<file path="config.mk">
export PLATFORM = sky130hd
export DESIGN_NAME = quad_cable_tmux
export DESIGN_NICKNAME = d
export VERILOG_FILES = /design/src/rtl/quad_tmux_pkg.sv /design/src/rtl/slow_edge_detect.sv /design/src/rtl/slot_sequencer.sv /design/src/rtl/word_capture.sv /design/src/rtl/slot_output.sv /design/src/rtl/quad_cable_tmux.sv
export SDC_FILE = /design/constraint.sdc
export NUM_CORES = 1
export LEC_CHECK = 0
export BUFFER_PORTS_ARGS = -buffer_cell sky130_fd_sc_hd__buf_2
export CAP_MARGIN = 10
export CORE_ASPECT_RATIO = 2
export CORE_MARGIN = 2
export CORE_UTILIZATION = 35
export DETAILED_ROUTE_END_ITERATION = 6
export GPL_TIMING_DRIVEN = 0
export SLEW_MARGIN = 20
export SYNTH_ARGS = -nofsm -noshare
export SYNTH_HDL_FRONTEND = slang
export SYNTH_HIERARCHICAL = 1
export SYNTH_SLANG_ARGS = --single-unit
</file>
<file path="constraint.sdc">
create_clock -name clk -period 1.56 [get_ports clk]
set_input_delay 0 -clock clk [delete_from_list [all_inputs] [get_ports clk]]
set_output_delay 0 -clock clk [all_outputs]
set_load 0.05 [all_outputs]
</file>
<file path="src/rtl/quad_tmux_pkg.sv">
package quad_tmux_pkg;
  typedef enum logic {
    SEQ_IDLE = 1'b0,
    SEQ_RUN  = 1'b1
  } seq_state_e;
endpackage

</file>
<file path="src/rtl/slow_edge_detect.sv">
module slow_edge_detect (
  input  logic clk,
  input  logic rst,
  input  logic slow_clk,
  output logic rise
);
  logic slow_q;

  // The sample is preset high so that a slow clock already high at release is not an edge.
  always_ff @(posedge clk) begin
    if (rst) slow_q <= 1'b1;
    else     slow_q <= slow_clk;
  end

  assign rise = !rst && slow_clk && !slow_q;
endmodule

</file>
<file path="src/rtl/slot_sequencer.sv">
module slot_sequencer
  import quad_tmux_pkg::*;
#(
  parameter int NUM_SLOTS = 4,
  localparam int SLOT_W = (NUM_SLOTS > 1) ? $clog2(NUM_SLOTS) : 1
) (
  input  logic              clk,
  input  logic              rst,
  input  logic              rise,
  output logic [SLOT_W-1:0] slot,
  output logic              running
);
  localparam logic [SLOT_W-1:0] LAST = SLOT_W'(NUM_SLOTS - 1);

  seq_state_e state;

  always_ff @(posedge clk) begin
    if (rst) begin
      state <= SEQ_IDLE;
      slot  <= '0;
    end else if (rise) begin
      state <= SEQ_RUN;
      slot  <= '0;
    end else if (state == SEQ_RUN) begin
      slot <= (slot == LAST) ? '0 : slot + SLOT_W'(1);
    end
  end

  assign running = (state == SEQ_RUN);

  p_idle_parked_r7: assert property (@(posedge clk) disable iff (rst)
    (!running && !rise) |=> (slot == '0));
endmodule

</file>
<file path="src/rtl/word_capture.sv">
module word_capture #(
  parameter int NUM_CABLES = 4,
  parameter int WORD_W     = 40
) (
  input  logic                             clk,
  input  logic                             rst,
  input  logic                             rise,
  input  logic [NUM_CABLES-1:0][WORD_W-1:0] cable_words,
  output logic [NUM_CABLES-1:0][WORD_W-1:0] held
);
  for (genvar c = 0; c < NUM_CABLES; c++) begin : g_cable
    always_ff @(posedge clk) begin
      if (rst)       held[c] <= '0;
      else if (rise) held[c] <= cable_words[c];
    end
  end

  p_hold_between_edges_r3: assert property (@(posedge clk) disable iff (rst)
    !rise |=> $stable(held));
endmodule

</file>
<file path="src/rtl/slot_output.sv">
module slot_output #(
  parameter int NUM_CABLES = 4,
  parameter int WORD_W     = 40,
  localparam int SLOT_W = (NUM_CABLES > 1) ? $clog2(NUM_CABLES) : 1
) (
  input  logic                             clk,
  input  logic                             rst,
  input  logic [SLOT_W-1:0]                slot,
  input  logic                             running,
  input  logic [NUM_CABLES-1:0][WORD_W-1:0] held,
  output logic [WORD_W-1:0]                mux_word,
  output logic [SLOT_W-1:0]                mux_slot,
  output logic                             mux_valid
);
  localparam logic [SLOT_W-1:0] LAST = SLOT_W'(NUM_CABLES - 1);

  always_ff @(posedge clk) begin
    if (rst) begin
      mux_word  <= '0;
      mux_slot  <= '0;
      mux_valid <= 1'b0;
    end else begin
      mux_word  <= running ? held[slot] : '0;
      mux_slot  <= slot;
      mux_valid <= running;
    end
  end

  p_reset_quiet_r1: assert property (@(posedge clk)
    rst |=> (!mux_valid && mux_slot == '0 && mux_word == '0));

  p_valid_sticky_r7: assert property (@(posedge clk) disable iff (rst)
    mux_valid |=> mux_valid);

  p_wrap_r5: assert property (@(posedge clk) disable iff (rst)
    (mux_valid && mux_slot == LAST) |=> (mux_slot == '0));

  p_step_r5: assert property (@(posedge clk) disable iff (rst)
    (mux_valid && mux_slot != LAST) |=>
      (mux_slot == '0 || mux_slot == $past(mux_slot) + SLOT_W'(1)));
endmodule

</file>
<file path="src/rtl/quad_cable_tmux.sv">
module quad_cable_tmux #(
  parameter int NUM_CABLES = 4,
  parameter int WORD_W     = 40,
  localparam int SLOT_W = (NUM_CABLES > 1) ? $clog2(NUM_CABLES) : 1
) (
  input  logic                             clk,
  input  logic                             rst,
  input  logic                             slow_clk,
  input  logic [NUM_CABLES-1:0][WORD_W-1:0] cable_words,
  output logic [WORD_W-1:0]                mux_word,
  output logic [SLOT_W-1:0]                mux_slot,
  output logic                             mux_valid
);
  logic                             rise;
  logic [SLOT_W-1:0]                slot;
  logic                             running;
  logic [NUM_CABLES-1:0][WORD_W-1:0] held;

  slow_edge_detect u_edge (
    .clk      (clk),
    .rst      (rst),
    .slow_clk (slow_clk),
    .rise     (rise)
  );

  slot_sequencer #(.NUM_SLOTS(NUM_CABLES)) u_seq (
    .clk     (clk),
    .rst     (rst),
    .rise    (rise),
    .slot    (slot),
    .running (running)
  );

  word_capture #(.NUM_CABLES(NUM_CABLES), .WORD_W(WORD_W)) u_cap (
    .clk         (clk),
    .rst         (rst),
    .rise        (rise),
    .cable_words (cable_words),
    .held        (held)
  );

  slot_output #(.NUM_CABLES(NUM_CABLES), .WORD_W(WORD_W)) u_out (
    .clk       (clk),
    .rst       (rst),
    .slot      (slot),
    .running   (running),
    .held      (held),
    .mux_word  (mux_word),
    .mux_slot  (mux_slot),
    .mux_valid (mux_valid)
  );

  // Two registers lie between a sampled edge and the output bus.
  p_realign_r8: assert property (@(posedge clk) disable iff (rst)
    rise |=> ##1 (mux_valid && mux_slot == '0));

  p_first_slot_r4: assert property (@(posedge clk) disable iff (rst)
    rise |=> ##1 (mux_word == $past(cable_words[0], 2)));
endmodule

</file>
# Yosys cells after proc, flatten, opt, wreduce, memory -nomap -nowiden
# Index checks and enable logic that the tools add are counted.
# W data, S select, Z words.
# totals
register_bits,207
output_inout_bits,43
wordCells,23
# op_classes
n_addsub,1
magnitude_cmp,1
n_eq_ne,1
muxes,3
n_bitwise,1
n_reduce_logical,6
# ops
cell,count
$bmux W40 S2,1
$mux W40,1
$reduce_or A2 Y1,2
$lt A2 B3 Y1 const B,1
$add A2 B1 Y2 const B,1
$eq A2 B2 Y1 const B,1
$logic_and A1 B1 Y1,2
$logic_not A1 Y1,2
$mux W2,1
$not A1 Y1,1

# Depth between registers and ports, before layout
# Gate-level depths: netlist (run 1).
# depth
word_depth,4
ltp_mapped,6
ltp_nobuf,3

# Hierarchy
# Netlist (run 1), hierarchy kept.
# by_module_without_submodules
mod,instances,cells_per_inst,area_each_um2,seq_area_each_um2
word_capture,1,516,5693.0,3203.1
slot_output,1,186,2100.8,860.8
slot_sequencer,1,11,122.6,60.1
slow_edge_detect,1,3,38.8,20.0

# Worst setup path before layout (run 1)
# No wires, ideal clock.
# synth_path
path_kind,register -> register
from,register u_edge.slow_q
to,register u_cap/held[0] in the netlist's numbering
setup_time_ps,128
arrival_time_ps,1272
required_ps,1432
path_slack_ps,161
path_stages_with_launch,7
cell_sequence,dfxtp_1 nor3b_2 buf_4 buf_8 buf_8 mux2i_1 nor2_1
# synth_via
elab_chain_cells,2
# synth_rtl
element,line_no,source
start: declaration,slow_edge_detect.sv:7,logic slow_q;
start signal: assignment,slow_edge_detect.sv:12,else slow_q <= slow_clk;
$logic_not A1 Y1,slow_edge_detect.sv:15,assign rise = !rst && slow_clk && !slow_q;
$logic_and A1 B1 Y1,slow_edge_detect.sv:15,
named net rise,quad_cable_tmux.sv:14,logic rise;
end signal: indexed assignment,word_capture.sv:14,else if (rise) held[c] <= cable_words[c];
end: declaration,word_capture.sv:9,output logic [NUM_CABLES-1:0][WORD_W-1:0] held
# The timed path passes the listed nets, and every way through them passes these cells.
# A chain may end at the register's enable or synchronous reset.

# Worst setup path after layout (run 1)
# layout_path
from,register u_seq.state (netlist: u_seq/running)
to,register u_out.mux_word[19]
# layout_via
elab_chain_cells,2
# layout_rtl
element,line_no,source
start: declaration,slot_sequencer.sv:15,seq_state_e state;
start signal: assignment,slot_sequencer.sv:19,state <= SEQ_IDLE;
start signal: assignment,slot_sequencer.sv:22,state <= SEQ_RUN;
$not A1 Y1 (no line),n/a,
$reduce_or A2 Y1 (no line),n/a,
end signal: assignment,slot_output.sv:23,mux_word <= running ? held[slot] : '0;
end: declaration,slot_output.sv:11,"output logic [WORD_W-1:0] mux_word,"
# Every way passes these cells.

==> impl_metrics.env, run 1 <==
export IMPL_maxSlewHeadroom=0.5698
export IMPL_arrival_ns=1.81
export IMPL_synth_cell_types=21
export IMPL_cts_root_buf="clkbuf_16"
export IMPL_synth_nets=880
export IMPL_path_cells="nand3b_1, clkbuf_1, o22ai_1"
export IMPL_peakVddDrop_mv=0.9098
export IMPL_crit_path_top_delay_cell="clkbuf_1"
export IMPL_most_common_layout_cells="mux2i_1 (241), buf_2 (215), dfxtp_1 (207)"
export IMPL_syn_cell_area_sq_um=7955
export IMPL_hold_viol=0
export IMPL_start_util=0.3529
export IMPL_dr_pass1_iters=4
export IMPL_timing_hold_ws_ns=0.2606
export IMPL_grt_pass1_vias=6853
export IMPL_drtIter0Drc=185
export IMPL_synth_edf_count=0
export IMPL_grt_max_degree=16
export IMPL_drc=0
export IMPL_synthTopCellsByArea="dfxtp_1 (52%), mux2i_1 (30%), nor2_1 (7.6%)"
export IMPL_fin_nets=1276
export IMPL_core_area_sq_um=22540
export IMPL_clock_skew_ns=0.01470
export IMPL_synth_area_per_cell_sq_um=11.11
export IMPL_clock_sinks=207
export IMPL_yosys_warnings=6
export IMPL_max_slew_worst_pin_slew_ns=0.6453
export IMPL_final_cells=1406
export IMPL_worstSetupStartpointType="register"
export IMPL_grt_antenna_before_repair=0
export IMPL_critical_path_top_delay_family="buffers and inverters"
export IMPL_insertion_delay_ns=0.51
export IMPL_chipWidth_microns=110.6
export IMPL_drv_slew=0
export IMPL_vias=6482
export IMPL_cts_max_level=1
export IMPL_syn_instance_count=716
export IMPL_clk_path_buf_depth=3
export IMPL_areaGrowthSynthToFinish_pct=47.61
export IMPL_p_leak_nw=4.528
export IMPL_wl_per_cell_microns=16.97
export IMPL_cp_num_buf_inv=1
export IMPL_final_common_cell="mux2i_1"
export IMPL_post_dp_hpwl_microns=15970
export IMPL_detail_route_antenna_nets=0
export IMPL_grt_use_total=0.1928
export IMPL_post_route_period_util=0.9334
export IMPL_placed_cell_area_sq_um=9331
export IMPL_utilization=0.5209
export IMPL_crit_required_ns=1.92
export IMPL_worst_slack_ns=0.1040
export IMPL_ys_ff_latch=207
export IMPL_synthArstFlopShare=0
export IMPL_cts_tree="built"
export IMPL_port_buffers=205
export IMPL_cts_made_buffers=21
export IMPL_finalSetupViolCount=0
export IMPL_wirelength_microns=23850
export IMPL_io_pin_count=206
export IMPL_clk_pin_slew_ns=0.07
export IMPL_dieArea_sq_um=24020
export IMPL_placed_cells_incl_taps=1201
export IMPL_rsz0062_at_grt="false"
export IMPL_pre_cts_ws_ns=-0.09232
export IMPL_synth_top_area_cell="dfxtp_1"
export IMPL_viasPerCell=4.610
export IMPL_row_count=78
export IMPL_total_power_mw=11.60
export IMPL_grt_pass1_wl_microns=36340
export IMPL_die_h_microns=217.2
export IMPL_worst_path_max_fanout=10
export IMPL_period_needed_ns=1.456
export IMPL_regArea_sq_um=4144
export IMPL_place_congestion=0.8062
export IMPL_diodes=0
export IMPL_synth_ff_type="dfxtp_1"
export IMPL_yosysSeqAreaShare=0.5209
export IMPL_holdCritPathClass="in -> reg"
export IMPL_multiInputGateArea_sq_um=3410
export IMPL_crit_path_end_kind="register"
export IMPL_overflow=0
export IMPL_fill_cells=2013
export IMPL_status="completed"
export IMPL_synth_top_cell_area_share=0.5209
export IMPL_post_route_cell_area_sq_um=11740
export IMPL_max_freq_ghz=0.6868
export IMPL_layout_drive_gt1_share=0.2575
export IMPL_cpPeakStageDelay_ns=0.53
export IMPL_tns_ns=0
export IMPL_power_density_nw_per_um2=988.2
export IMPL_maxCapViolations=0
export IMPL_critPathKind="reg -> reg"
==> state kept, by name (all words and copies together), names as in the netlist <==
signal and cells:
u_cap/held 160, u_out/mux_word 40, u_out/mux_slot 2, u_seq/slot 2, u_edge/slow_q 1, u_out/mux_valid 1
u_seq/running 1
==> worst register-to-register path, delay by kind of cell, from the launching register on <==
kind | cells | cell delay [ns]
buffers and inverters | 1 | 0.53
AND/OR/NAND/NOR | 1 | 0.18
AO/OA/AOI/OAI | 1 | 0.24
flip-flops | 1 | 0.36
==> synthesized netlist by cell type, types with 2 or more instances <==
library cell  number
buf_8             11
buf_4              8
and2b_1            2
dfxtp_1          207
buf_1              5
clkbuf_1          14
mux2i_1          241
o22ai_1           35
or3b_1             2
nor2_1           162
buf_6              5
o22ai_2            5
buf_2             11
==> metal layers <==
metal  GRT usage  vias to the layer above  routed length (microns)
li1            -                     3246                        -
met3     0.02813                       45                      903
met2      0.3781                      167                    13130
met4     0.08375                        0                      823
met1      0.1998                     3024                     8998
met5           0                        -                        0
==> final timing paths <==
kind	slack, ns	depth (start not counted)	startpoint	end
setup / recovery	0.10	3	u_seq/running$_SDFFE_PP0P_	u_out/mux_word[19]$_SDFF_PP0_
setup reg to reg	0.10	3	u_seq/running$_SDFFE_PP0P_	u_out/mux_word[19]$_SDFF_PP0_
hold / removal	0.26	4	cable_words[47]	u_cap/held[47]$_SDFFE_PP0P_
hold reg to reg	0.49	2	u_cap/held[101]$_SDFFE_PP0P_	u_cap/held[101]$_SDFFE_PP0P_
==> area by class of cell <==
cell class | instances | area share
buffer | 54 | 0.03623
clock buffer | 26 | 0.04891
clock inverter | 11 | 0.01076
multi-input combinational | 455 | 0.2904
sequential | 207 | 0.3529
tap | 280 | 0.02983
timing repair buffer | 373 | 0.2310
==> kinds of logic after synthesis <==
| kind of cell | synth area share |
|---|---|
| compound gates | 0.03696 |
| fa+ha+maj | 0.001573 |
| buf+inv | 0.05127 |
| flops | 0.5209 |
| mux | 0.3032 |
| simple gates | 0.08603 |
==> where the power goes <==
part / switching, mW / internal [mW]
clock network: 2.19 / 2.97
registers: 0.0516 / 5.38
logic: 0.405 / 0.601
total: 2.65 / 8.95
==> repair_timing <==
item                       4_1_cts  5_1_grt
resized for setup                3        9
cloned                           0        0
buffers inserted                 0        3
hold endpoints to repair       167        0
setup endpoints to repair      100       97
pin swaps                        0        1
hold buffers                   165        0
Power figures use the tool's default switching activity.
==> run 2: changes to the inputs <==
--- a/config.mk
+++ b/config.mk
@@ -12,6 +12,7 @@
 export CORE_UTILIZATION = 35
 export DETAILED_ROUTE_END_ITERATION = 6
 export GPL_TIMING_DRIVEN = 0
+export RECOVER_POWER = 100
 export SLEW_MARGIN = 20
 export SYNTH_ARGS = -nofsm -noshare
 export SYNTH_HDL_FRONTEND = slang
==> run 2 against run 1 <==
Combinational power is essentially flat. Register-to-register slack got worse by 0.02 ns. Power is essentially flat. Routed wire length down 0.13%. Core utilization fell by 0.39 points. Clock-buffer cell count stayed put.
==> impl_metrics.env, run 2 (synthesis gave the netlist of run 1 again) <==
export IMPL_drv_slew=0
export IMPL_cts_made_buffers=21
export IMPL_clock_skew_ns=0.01626
export IMPL_max_slew_worst_pin_slew_ns=0.6512
export IMPL_period_needed_ns=1.474
export IMPL_timing_hold_ws_ns=0.2581
export IMPL_path_cells="buf_4, clkbuf_2, mux2i_1, o22ai_1"
export IMPL_insertion_delay_ns=0.51
export IMPL_critical_path_top_delay_family="buffers and inverters"
export IMPL_power_density_nw_per_um2=995.5
export IMPL_chipWidth_microns=110.6
export IMPL_vias=6475
export IMPL_worst_path_max_fanout=10
export IMPL_status="completed"
export IMPL_final_common_cell="mux2i_1"
export IMPL_holdCritPathClass="in -> reg"
export IMPL_largest_reg_flops=160
export IMPL_clk_path_buf_depth=3
export IMPL_critPathKind="reg -> reg"
export IMPL_hold_viol=0
export IMPL_core_area_sq_um=22540
export IMPL_grt_antenna_before_repair=0
export IMPL_p_leak_nw=4.324
export IMPL_crit_required_ns=1.93
export IMPL_maxSlewHeadroom=0.5659
export IMPL_layout_drive_gt1_share=0.2185
export IMPL_cp_num_buf_inv=2
export IMPL_row_count=78
export IMPL_fin_nets=1276
export IMPL_grt_pass1_vias=6853
export IMPL_grt_max_degree=16
export IMPL_post_route_period_util=0.9448
export IMPL_maxCapViolations=0
export IMPL_place_congestion=0.8062
export IMPL_start_util=0.3529
export IMPL_worstSetupStartpointType="register"
export IMPL_grt_pass1_wl_microns=36340
export IMPL_cts_root_buf="clkbuf_16"
export IMPL_dieArea_sq_um=24020
export IMPL_drtIter0Drc=227
export IMPL_crit_path_end_kind="register"
export IMPL_diodes=0
export IMPL_reg_top3="u_cap/held (160), u_out/mux_word (40)"
export IMPL_die_h_microns=217.2
export IMPL_io_pin_count=206
export IMPL_min_path_cells=4
export IMPL_arrival_ns=1.84
export IMPL_top_register="u_cap/held"
export IMPL_areaGrowthSynthToFinish_pct=46.51
export IMPL_detail_route_antenna_nets=0
export IMPL_port_buffers=205
export IMPL_cpPeakStageDelay_ns=0.38
export IMPL_wirelength_microns=23820
export IMPL_cts_tree="built"
export IMPL_grt_use_total=0.1928
export IMPL_most_common_layout_cells="mux2i_1 (241), dfxtp_1 (207), buf_2 (168)"
export IMPL_cp_depth=4
export IMPL_overflow=0
export IMPL_finalSetupViolCount=0
export IMPL_rr_worst_depth=4
export IMPL_dr_pass1_iters=4
export IMPL_viasPerCell=4.605
export IMPL_wl_per_cell_microns=16.94
export IMPL_drc=0
export IMPL_clk_pin_slew_ns=0.07
export IMPL_utilization=0.5170
export IMPL_cts_max_level=1
export IMPL_post_dp_hpwl_microns=15970
export IMPL_clock_sinks=207
export IMPL_max_freq_ghz=0.6785
export IMPL_rsz0062_at_grt="false"
export IMPL_crit_path_top_delay_cell="clkbuf_2"
export IMPL_peakVddDrop_mv=0.9097
==> run 2: cell count changes in the layout (fill, tap and decap cells not counted), sizes merged <==
cell / change
clkbuf: +52
buf: -52
==> run 2: cell type report <==
type,instances,area (sq um)
Multi-Input combinational cell,455,3405
Fill cell,2044,10890
Buffer,54,396.6
Timing Repair Buffer,373,2659
Sequential cell,207,4144
Tap cell,280,350.3
Clock inverter,11,126.4
Clock buffer,26,574.3
==> run 2: timing repair <==
item,in CTS,in global routing
setup endpoints to repair,100,97
buffers inserted,0,3
endpoints found under the hold margin,167,0
gates resized for setup,3,9
hold buffers,165,0
pin swaps,0,1
==> run 2: path summary, 6_finish.rpt <==
| kind | slack [ns] | start | to |
|---|---|---|---|
| min reg2reg | 0.49 | u_cap/held[101]$_SDFFE_PP0P_ | u_cap/held[101]$_SDFFE_PP0P_ |
| min | 0.26 | cable_words[47] | u_cap/held[47]$_SDFFE_PP0P_ |
| max reg2reg | 0.09 | u_seq/slot[1]$_SDFFE_PP0P_ | u_out/mux_word[21]$_SDFF_PP0_ |
| max | 0.09 | u_seq/slot[1]$_SDFFE_PP0P_ | u_out/mux_word[21]$_SDFF_PP0_ |
==> run 2: where the power goes <==
| part | leakage [nW] | switching (mW) | internal (mW) |
|---|---|---|---|
| clock network | 0.346 | 2.20 | 2.97 |
| registers | 1.67 | 0.0517 | 5.38 |
| logic | 2.30 | 0.402 | 0.596 |
==> run 2: worst reg2reg max path: cells and delay by family, from the launching register on <==
family / cells / cell delay, ns
buf+inv: 2 / 0.56
flops: 1 / 0.35
mux: 1 / 0.30
compound gates: 1 / 0.12
==> run 2: metal layers <==
metal,share of wire,wire (microns),track usage,up-vias
li1,-,-,-,3250
met1,0.38,9062,0.1998,3018
met2,0.55,13080,0.3781,161
met3,0.036,847,0.02813,46
met4,0.035,827,0.08375,0
met5,0,0,0,-
==> run 2: per-stage QoR <==
stage / setup TNS [ns] / power [mW] / setup slack, ns / std cells / instance area (sq um)
2_1_floorplan: 0 / 5.879 / 0.1607 / 716 / 7955
3_3_place_gp: -5.858 / 6.219 / -0.08137 / 1201 / 9331
3_5_place_dp: -5.844 / 6.227 / -0.09232 / 1201 / 9331
4_1_cts: 0 / 11.77 / 0.002640 / 1403 / 11700
5_1_grt: 0 / 12.05 / 0.002725 / 1406 / 11650
6_report: 0 / 11.60 / 0.08614 / 1406 / 11650
